`config.mk`:
```
export PLATFORM = sky130hd
export DESIGN_NAME = bp_mux_seq
export DESIGN_NICKNAME = d
export VERILOG_FILES = /design/src/rtl/bpm_pkg.sv /design/src/rtl/bpm_ctrl.sv /design/src/rtl/bpm_datapath.sv /design/src/rtl/bp_mux_seq.sv
export SDC_FILE = /design/constraint.sdc
export NUM_CORES = 1
export LEC_CHECK = 0
export CAP_MARGIN = 20
export CORE_ASPECT_RATIO = 1.75
export CORE_UTILIZATION = 42
export CTS_CLUSTER_DIAMETER = 200
export DETAILED_ROUTE_END_ITERATION = 16
export PLACE_DENSITY = 0.8
export SLEW_MARGIN = 10
export SYNTH_ARGS = -nofsm -noshare
export SYNTH_HDL_FRONTEND = slang
export SYNTH_SLANG_ARGS = --single-unit
```
`constraint.sdc`:
```
create_clock -name clk -period 2.65 [get_ports clk]
set_input_delay 0.265 -clock clk [delete_from_list [all_inputs] [get_ports clk]]
set_output_delay 0.265 -clock clk [all_outputs]
set_load 0.03 [all_outputs]
```
`src/rtl/bpm_pkg.sv`:
```
package bpm_pkg;
  typedef struct packed {
    logic load;   // enter the backplane on nextIdx
    logic clear;  // blank all outputs (slave with no master select)
  } bpmStrobes_t;
endpackage

```
`src/rtl/bpm_ctrl.sv`:
```
module bpm_ctrl
  import bpm_pkg::*;
#(
  parameter int NUM_BP = 8,
  localparam int IDX_W = $clog2(NUM_BP),
  localparam int CNT_W = $clog2(NUM_BP + 1)
) (
  input  logic             clk,
  input  logic             rst_n,
  input  logic             tickInt,
  input  logic             extOsc,
  input  logic             useExtOsc,
  input  logic             slaveMode,
  input  logic [NUM_BP-1:0] extBp,
  input  logic [CNT_W-1:0] bpCount,
  output logic [IDX_W-1:0] nextIdx,
  output bpmStrobes_t      strobes,
  output logic             polarity
);
  logic             oscPrev;
  logic             running;
  logic [IDX_W-1:0] curIdx;
  logic [CNT_W-1:0] curN;
  logic [CNT_W-1:0] effN;
  logic [IDX_W-1:0] slaveIdx;
  logic             tick;
  logic             goIdle;

  // phase tick source
  always_comb tick = useExtOsc ? (extOsc & ~oscPrev) : tickInt;

  // clamp the programmed count into 1..NUM_BP
  always_comb begin
    if (bpCount == '0)                      effN = CNT_W'(1);
    else if (bpCount > CNT_W'(NUM_BP))      effN = CNT_W'(NUM_BP);
    else                                    effN = bpCount;
  end

  // lowest set bit of the master's backplane lines
  always_comb begin
    slaveIdx = '0;
    for (int i = NUM_BP - 1; i >= 0; i--)
      if (extBp[i]) slaveIdx = IDX_W'(i);
  end

  always_comb begin
    if (slaveMode) begin
      nextIdx = slaveIdx;
      goIdle  = ~|extBp;
    end else begin
      goIdle  = 1'b0;
      if (!running || CNT_W'(curIdx) >= curN - CNT_W'(1)) nextIdx = '0;
      else                                                nextIdx = curIdx + IDX_W'(1);
    end
    strobes.load  = tick & ~goIdle;
    strobes.clear = tick & goIdle;
  end

  always_ff @(posedge clk) begin
    if (!rst_n) begin
      oscPrev  <= 1'b0;
      running  <= 1'b0;
      curIdx   <= '0;
      curN     <= CNT_W'(1);
      polarity <= 1'b0;
    end else begin
      oscPrev <= extOsc;
      if (strobes.clear) begin
        running <= 1'b0;
      end else if (strobes.load) begin
        running <= 1'b1;
        curIdx  <= nextIdx;
        if (nextIdx == '0) begin
          curN <= effN;
          if (running) polarity <= ~polarity;
        end
      end
    end
  end
endmodule

```
`src/rtl/bpm_datapath.sv`:
```
module bpm_datapath
  import bpm_pkg::*;
#(
  parameter int NUM_BP  = 8,
  parameter int NUM_COL = 16,
  localparam int IDX_W  = $clog2(NUM_BP)
) (
  input  logic               clk,
  input  logic               rst_n,
  input  bpmStrobes_t        strobes,
  input  logic [IDX_W-1:0]   nextIdx,
  input  logic [NUM_COL-1:0] ramRdData,
  output logic [NUM_BP-1:0]  bpOut,
  output logic [NUM_COL-1:0] colOut
);
  always_ff @(posedge clk) begin
    if (!rst_n) begin
      bpOut  <= '0;
      colOut <= '0;
    end else if (strobes.clear) begin
      bpOut  <= '0;
      colOut <= '0;
    end else if (strobes.load) begin
      bpOut  <= NUM_BP'(1) << nextIdx;
      colOut <= ramRdData;
    end
  end
endmodule

```
`src/rtl/bp_mux_seq.sv`:
```
module bp_mux_seq
  import bpm_pkg::*;
#(
  parameter int NUM_BP  = 8,
  parameter int NUM_COL = 16,
  localparam int IDX_W  = $clog2(NUM_BP),
  localparam int CNT_W  = $clog2(NUM_BP + 1)
) (
  input  logic               clk,
  input  logic               rst_n,
  input  logic               tickInt,
  input  logic               extOsc,
  input  logic               useExtOsc,
  input  logic               slaveMode,
  input  logic [NUM_BP-1:0]  extBp,
  input  logic [CNT_W-1:0]   bpCount,
  output logic [IDX_W-1:0]   ramAddr,
  input  logic [NUM_COL-1:0] ramRdData,
  output logic [NUM_BP-1:0]  bpOut,
  output logic [NUM_COL-1:0] colOut,
  output logic               polarity
);
  bpmStrobes_t      strobes;
  logic [IDX_W-1:0] nextIdx;

  bpm_ctrl #(.NUM_BP(NUM_BP)) ctrl_i (
    .clk(clk), .rst_n(rst_n), .tickInt(tickInt), .extOsc(extOsc),
    .useExtOsc(useExtOsc), .slaveMode(slaveMode), .extBp(extBp),
    .bpCount(bpCount), .nextIdx(nextIdx), .strobes(strobes),
    .polarity(polarity)
  );

  bpm_datapath #(.NUM_BP(NUM_BP), .NUM_COL(NUM_COL)) dp_i (
    .clk(clk), .rst_n(rst_n), .strobes(strobes), .nextIdx(nextIdx),
    .ramRdData(ramRdData), .bpOut(bpOut), .colOut(colOut)
  );

  assign ramAddr = nextIdx;
endmodule

```
Yosys cells after proc, flatten, opt, wreduce, memory -nomap -nowiden. Cells that the tools add are included.

Bitwise gates (word level): 8. $add $sub $neg: 2. Equal/unequal tests: 0. Multipliers: 0. Reductions and logical operators: 10. Div/mod/pow operators: 0. Shift operators: 1. Order comparisons: 2. Muxes and demuxes: 14.

Operator list (count): 3-bit 2-to-1 mux (10); 4-bit 2-to-1 mux (2); 8-bit OR reduction (1); 1-bit by 3-bit << shifter with 8-bit output (first input constant) (1); 1-bit inverter (5); 3-bit by 4-bit greater-or-equal comparator with 1-bit output (1); 4-bit > comparator (second input constant) (1); 4-bit logical NOT (1); 4-bit AND reduction (1); 4-bit by 1-bit subtractor with 4-bit output (second input constant) (1); 3-bit by 1-bit adder with 3-bit output (second input constant) (1); 1-bit AND (3); 3-bit logical NOT (1); 3-bit AND reduction (1); 1-bit logical NOT (2); 1-bit 2-to-1 mux (2); 2-bit AND reduction (1); 2-bit OR reduction (1); 1-bit logical OR (1).

Bits in latches: 0. ROM bits: 0. RAM bits: 0. Logic and storage cells: 44. Bits in registers: 34. Memories kept: 0.

Longest topological paths before layout.
Depth in word-level cells: 11. Gate-level depth with buffers: 11.

Cells and area by module. From an unflattened synthesis, not the netlist that was laid out.

Cells, all modules: 174. Area total of the unflattened synthesis: 1631.6 um^2.

By module, submodules not included: bpm_datapath (times used 1, area each 905.9 um^2, cells each 87); bpm_ctrl (times used 1, area each 725.7 um^2, cells each 87).

Worst setup path before layout. No wires, ideal clock.

Path kind: register to register. Start: register ctrl_i.curN[0]. End: register ctrl_i.curIdx[0]. Required time: 2564 ps. Library setup time: 86 ps. Slack: 130 ps. Stages on the path, launching flop included: 10. Data arrival time: 2435 ps. Buffers on the path: 0. Cell sequence: dfxtp_1 -> inv_1 -> ha_1 -> ha_1 -> or3b_2 -> and2_1 -> o21ai_0 -> a21o_1 -> nor2_1 -> a211oi_1.

Word-level cells in the longest chain between the ends: 5.

Ends and longest elaborated chain: from (decl) (line bpm_ctrl.sv:23) `logic [CNT_W-1:0] curN;`; from (signal assigned) (line bpm_ctrl.sv:74) `curN <= effN;`; 4-bit by 1-bit subtractor with 4-bit output (line bpm_ctrl.sv:52) `if (!running || CNT_W'(curIdx) >= curN - CNT_W'(1)) nextIdx = '0;`; 3-bit by 4-bit greater-or-equal comparator with 1-bit output (line bpm_ctrl.sv:52); 1-bit logical OR (line bpm_ctrl.sv:52); 3-bit 2-to-1 mux (line bpm_ctrl.sv:52); 3-bit 2-to-1 mux (line bpm_ctrl.sv:47) `if (slaveMode) begin`; net ramAddr[0] (line bp_mux_seq.sv:17) `output logic [IDX_W-1:0] ramAddr,`; to (signal assigned) (line bpm_ctrl.sv:72) `curIdx <= nextIdx;`; to (decl) (line bpm_ctrl.sv:22) `logic [IDX_W-1:0] curIdx;`.

The timed path passes the listed nets, and every way through them passes these cells. A chain may end at the register's enable or synchronous reset.

Final worst setup path.
Start: register ctrl_i.curN[0]. End: output port ramAddr[1].

Word-level cells in the longest chain between the ends: 5.

Ends and longest elaborated chain (line): 4-bit by 1-bit subtractor with 4-bit output (bpm_ctrl.sv:52); 3-bit by 4-bit greater-or-equal comparator with 1-bit output (bpm_ctrl.sv:52); 1-bit logical OR (bpm_ctrl.sv:52); 3-bit 2-to-1 mux (bpm_ctrl.sv:52); 3-bit 2-to-1 mux (bpm_ctrl.sv:47); to (decl) (bp_mux_seq.sv:17).

No other way between the ends.

==> flow_summary.ini <==
[status]
outcome = completed

[grt]
globalRoute.totalOverflow = 0
grt_max_degree = 22
grt.total_usage = 0.232
grt_pass1_wl_um = 6510
number_of_antenna_violations_at_the_first_check_in_global_routing = 0
grt_pass1_vias = 1488

[yosys]
synth_sequential_area_ratio = 0.444
area_fraction_of_the_dominant_cell_type_after_synthesis = 0.444
ys_warnings = 0
postSynthRegisterBits = 34
synth_flop_cell = dfxtp_1
syn-cell-area_um2 = 1530
netlist_top_cells_area = dfxtp_1, a22oi_1, nor2_1
edff_count_synth = 0
yosys.cell_types.count = 37
synth.avg_cell_area_um2 = 8.96
async_flop_share = 0
postSynthCellCount = 171
synth.net_count = 210
synth_top_cell_by_area = dfxtp_1

[clocking]
cts.hold.buffers_added = 0
clock_tree_from_tritoncts = built
numClockSinks = 34
cts_buffers = 5
cts_max_level = 2
cts_max_path_buffers = 2
root_buffer = clkbuf_8
clk_latency_ns = 0.28
clk_transition_reported_paths_ns = 0.07

[sta]
timing.final.crit_share = 0.989
grt_setup_unrepaired = true
hold_viol = 0
clock_skew_ns = 0.00176
final_max_slew_viol_count = 0
worst_hold_slack_ns = 0.465
finalSetupTns_ns = 0
max_freq_mhz = 382
setup_viol = 0
slew_headroom = 0.606
timing.final.crit_period_ns = 2.62
max_slew.worst_pin.slew_ns = 0.587

[power_and_ir_drop]
power.density_nw_per_um2 = 577
power_leakage_nw = 0.913
cellInternalPower_mw = 0.989
combPwrFrac = 0.250
design_power_total_mw = 1.38
switching_share_of_power = 0.281
irDropWorstVdd_v = 0.000461
seqPwrFrac = 0.409
power.share.clock = 0.341
switching_power_mw = 0.386

[setup_path]
most_used_cell_cp = inv_1
critPathArrivalTime_ns = 2.36
path_cells = inv_1 -> ha_2 -> ha_1 -> or3b_2 -> and2_1 -> o21ai_2 -> a21oi_1 -> inv_1 -> buf_6
data_required_time_at_the_worst_endpoint_ns = 2.38
reg2reg_setup_slack_ns = 0.04
critical_path_peak_fanout = 3
startpoint_type = flop
r2r_cells = 12
timing.rr.start = ctrl_i.curN[0]
cp-endpoint = ramAddr[1]
setup_crit_start = ctrl_i.curN[0]
critical_path.max_stage_delay_ns = 0.49
cpMaxStageDelayCell = or3b_2
crit-reg2reg-capture = ctrl_i.polarity
crit_path_capture_type = primary output
startpoint_to_endpoint_class_of_the_critical_path = reg -> out

[floorplan]
design.portCount = 62
core_um2 = 3430
fp.dieArea_um2 = 3900
die_height_um = 81.9
floorplan.rows = 28
start_util = 0.446
die_width_um = 47.6

[drt]
vias = 1494
number_of_iterations_in_the_first_detailed_routing_pass = 4
drt_iter0_drc = 29
route.final.wire_length_um = 4020
route.antenna.remaining_nets = 0
remaining_drc_errors = 0
vias_per_cell = 5.15
wire_per_inst_um = 13.9

[place]
gp_routability_congestion = 0.817
detailed_place.area_um2 = 2220
numPortBuffers = 61
place_hpwl_um = 2830

[run]
cap_violations = 0

[cells_and_area]
finish.net_count = 283
fillerInstances = 281
drive_above_1_share = 0.147
insertedDiodeCount = 0
final_cell_area_um2 = 2380
final_core_util = 0.694
layout-area-overhead-vs-synth_pct = 55.6

[min_path]
holdCritPathClass = reg -> reg
[worst max-delay path: cells and delay by family, from the launching register on]
family	cells	cell delay (ns)
fa+ha+maj	2	0.48
simple gates	2	0.67
compound gates	2	0.25
flops	1	0.32
buf+inv	3	0.36
[per-layer routing]
| layer | wire length [µm] | track usage | vias up | share of wire |
|---|---|---|---|---|
| met4 | 59 | 0.0806 | 0 | 0.015 |
| li1 | - | - | 761 | - |
| met1 | 1560 | 0.245 | 678 | 0.39 |
| met5 | 0 | 0 | - | 0 |
| met2 | 2190 | 0.419 | 48 | 0.54 |
| met3 | 222 | 0.0615 | 7 | 0.055 |
[synth_stat cells (3+ instances only)]
library cell	instances
o21ai_0	6
nand2_1	9
nor2_1	30
clkbuf_1	5
a211oi_1	3
ha_1	5
a32oi_1	5
nand2b_1	3
inv_1	9
a22oi_1	16
or3b_2	3
dfxtp_1	34
a21oi_1	13
[repair_timing]
action	in CTS	in global routing
endpoints found under the setup margin	3	7
pin swaps	2	4
resized for setup	2	6
buffers inserted	2	2
[final cells by class]
cell class,count,area [µm²],area share
Multi-Input combinational cell,121,803,0.337
Timing Repair Buffer,73,697,0.293
Sequential cell,34,682,0.286
Clock buffer,6,72.6,0.0305
Tap cell,45,56.3,0.0236
Clock inverter,2,37.5,0.0158
Inverter,9,33.8,0.0142
[worst min path at each step]
stage,depth (start not counted),startpoint,end
2_1_floorplan,1,rst_n,ctrl_i.curN[0]
3_3_place_gp,2,dp_i.bpOut[6],dp_i.bpOut[6]
3_5_place_dp,2,dp_i.bpOut[2],dp_i.bpOut[2]
4_1_cts,2,dp_i.bpOut[2],dp_i.bpOut[2]
5_1_grt,2,dp_i.bpOut[6],dp_i.bpOut[6]
6_report,2,dp_i.bpOut[2],dp_i.bpOut[2]
[flip-flops by register name, indices dropped and copies added (netlist names)]
signal           cells
dp_i.colOut         16
ctrl_i.running       1
ctrl_i.oscPrev       1
ctrl_i.polarity      1
ctrl_i.curN          4
dp_i.bpOut           8
ctrl_i.curIdx        3
[power by group through the flow]
stage | sequential, mW | combinational [mW] | clock (mW)
final | 0.563 | 0.344 | 0.469
after global routing | 0.567 | 0.372 | 0.500
after CTS | 0.562 | 0.331 | 0.474
after detailed placement | 0.573 | 0.321 | 0
after global placement | 0.573 | 0.316 | 0
after floorplan | 0.613 | 0.140 | 0
[layout by cell type (no fill, tap or decap), types with 2 or more instances in the layout]
cell type and instances:
a211oi_1 2, a211oi_2 2, a21o_1 2, a21oi_1 13
a22oi_1 16, a32oi_1 5, and2_1 2, buf_4 14
clkbuf_8 5, clkdlybuf4s50_1 58, dfxtp_1 33, ha_1 4
inv_1 9, nand2_1 9, nand2b_1 3, nand3b_1 2
nor2_1 30, nor2b_1 2, o21a_1 2, o21ai_0 5
or3b_4 2, xnor2_1 2
[kinds of logic after synthesis]
logic type,Yosys count,share of synthesized area
mux,1,0.00654
fa+ha+maj,5,0.0408
simple gates,59,0.199
flops,34,0.444
xor+xnor,2,0.0114
compound gates,54,0.254
buf+inv,16,0.0441
[stage by stage]
step | instances | setup WS [ns]
after floorplan | 171 | 0.130
after global placement | 278 | 0.0623
after CTS | 288 | 0.0162
final | 290 | 0.0291
after detailed placement | 278 | 0.00464
after global routing | 290 | -0.0838
(Power assumes the default switching activity.)
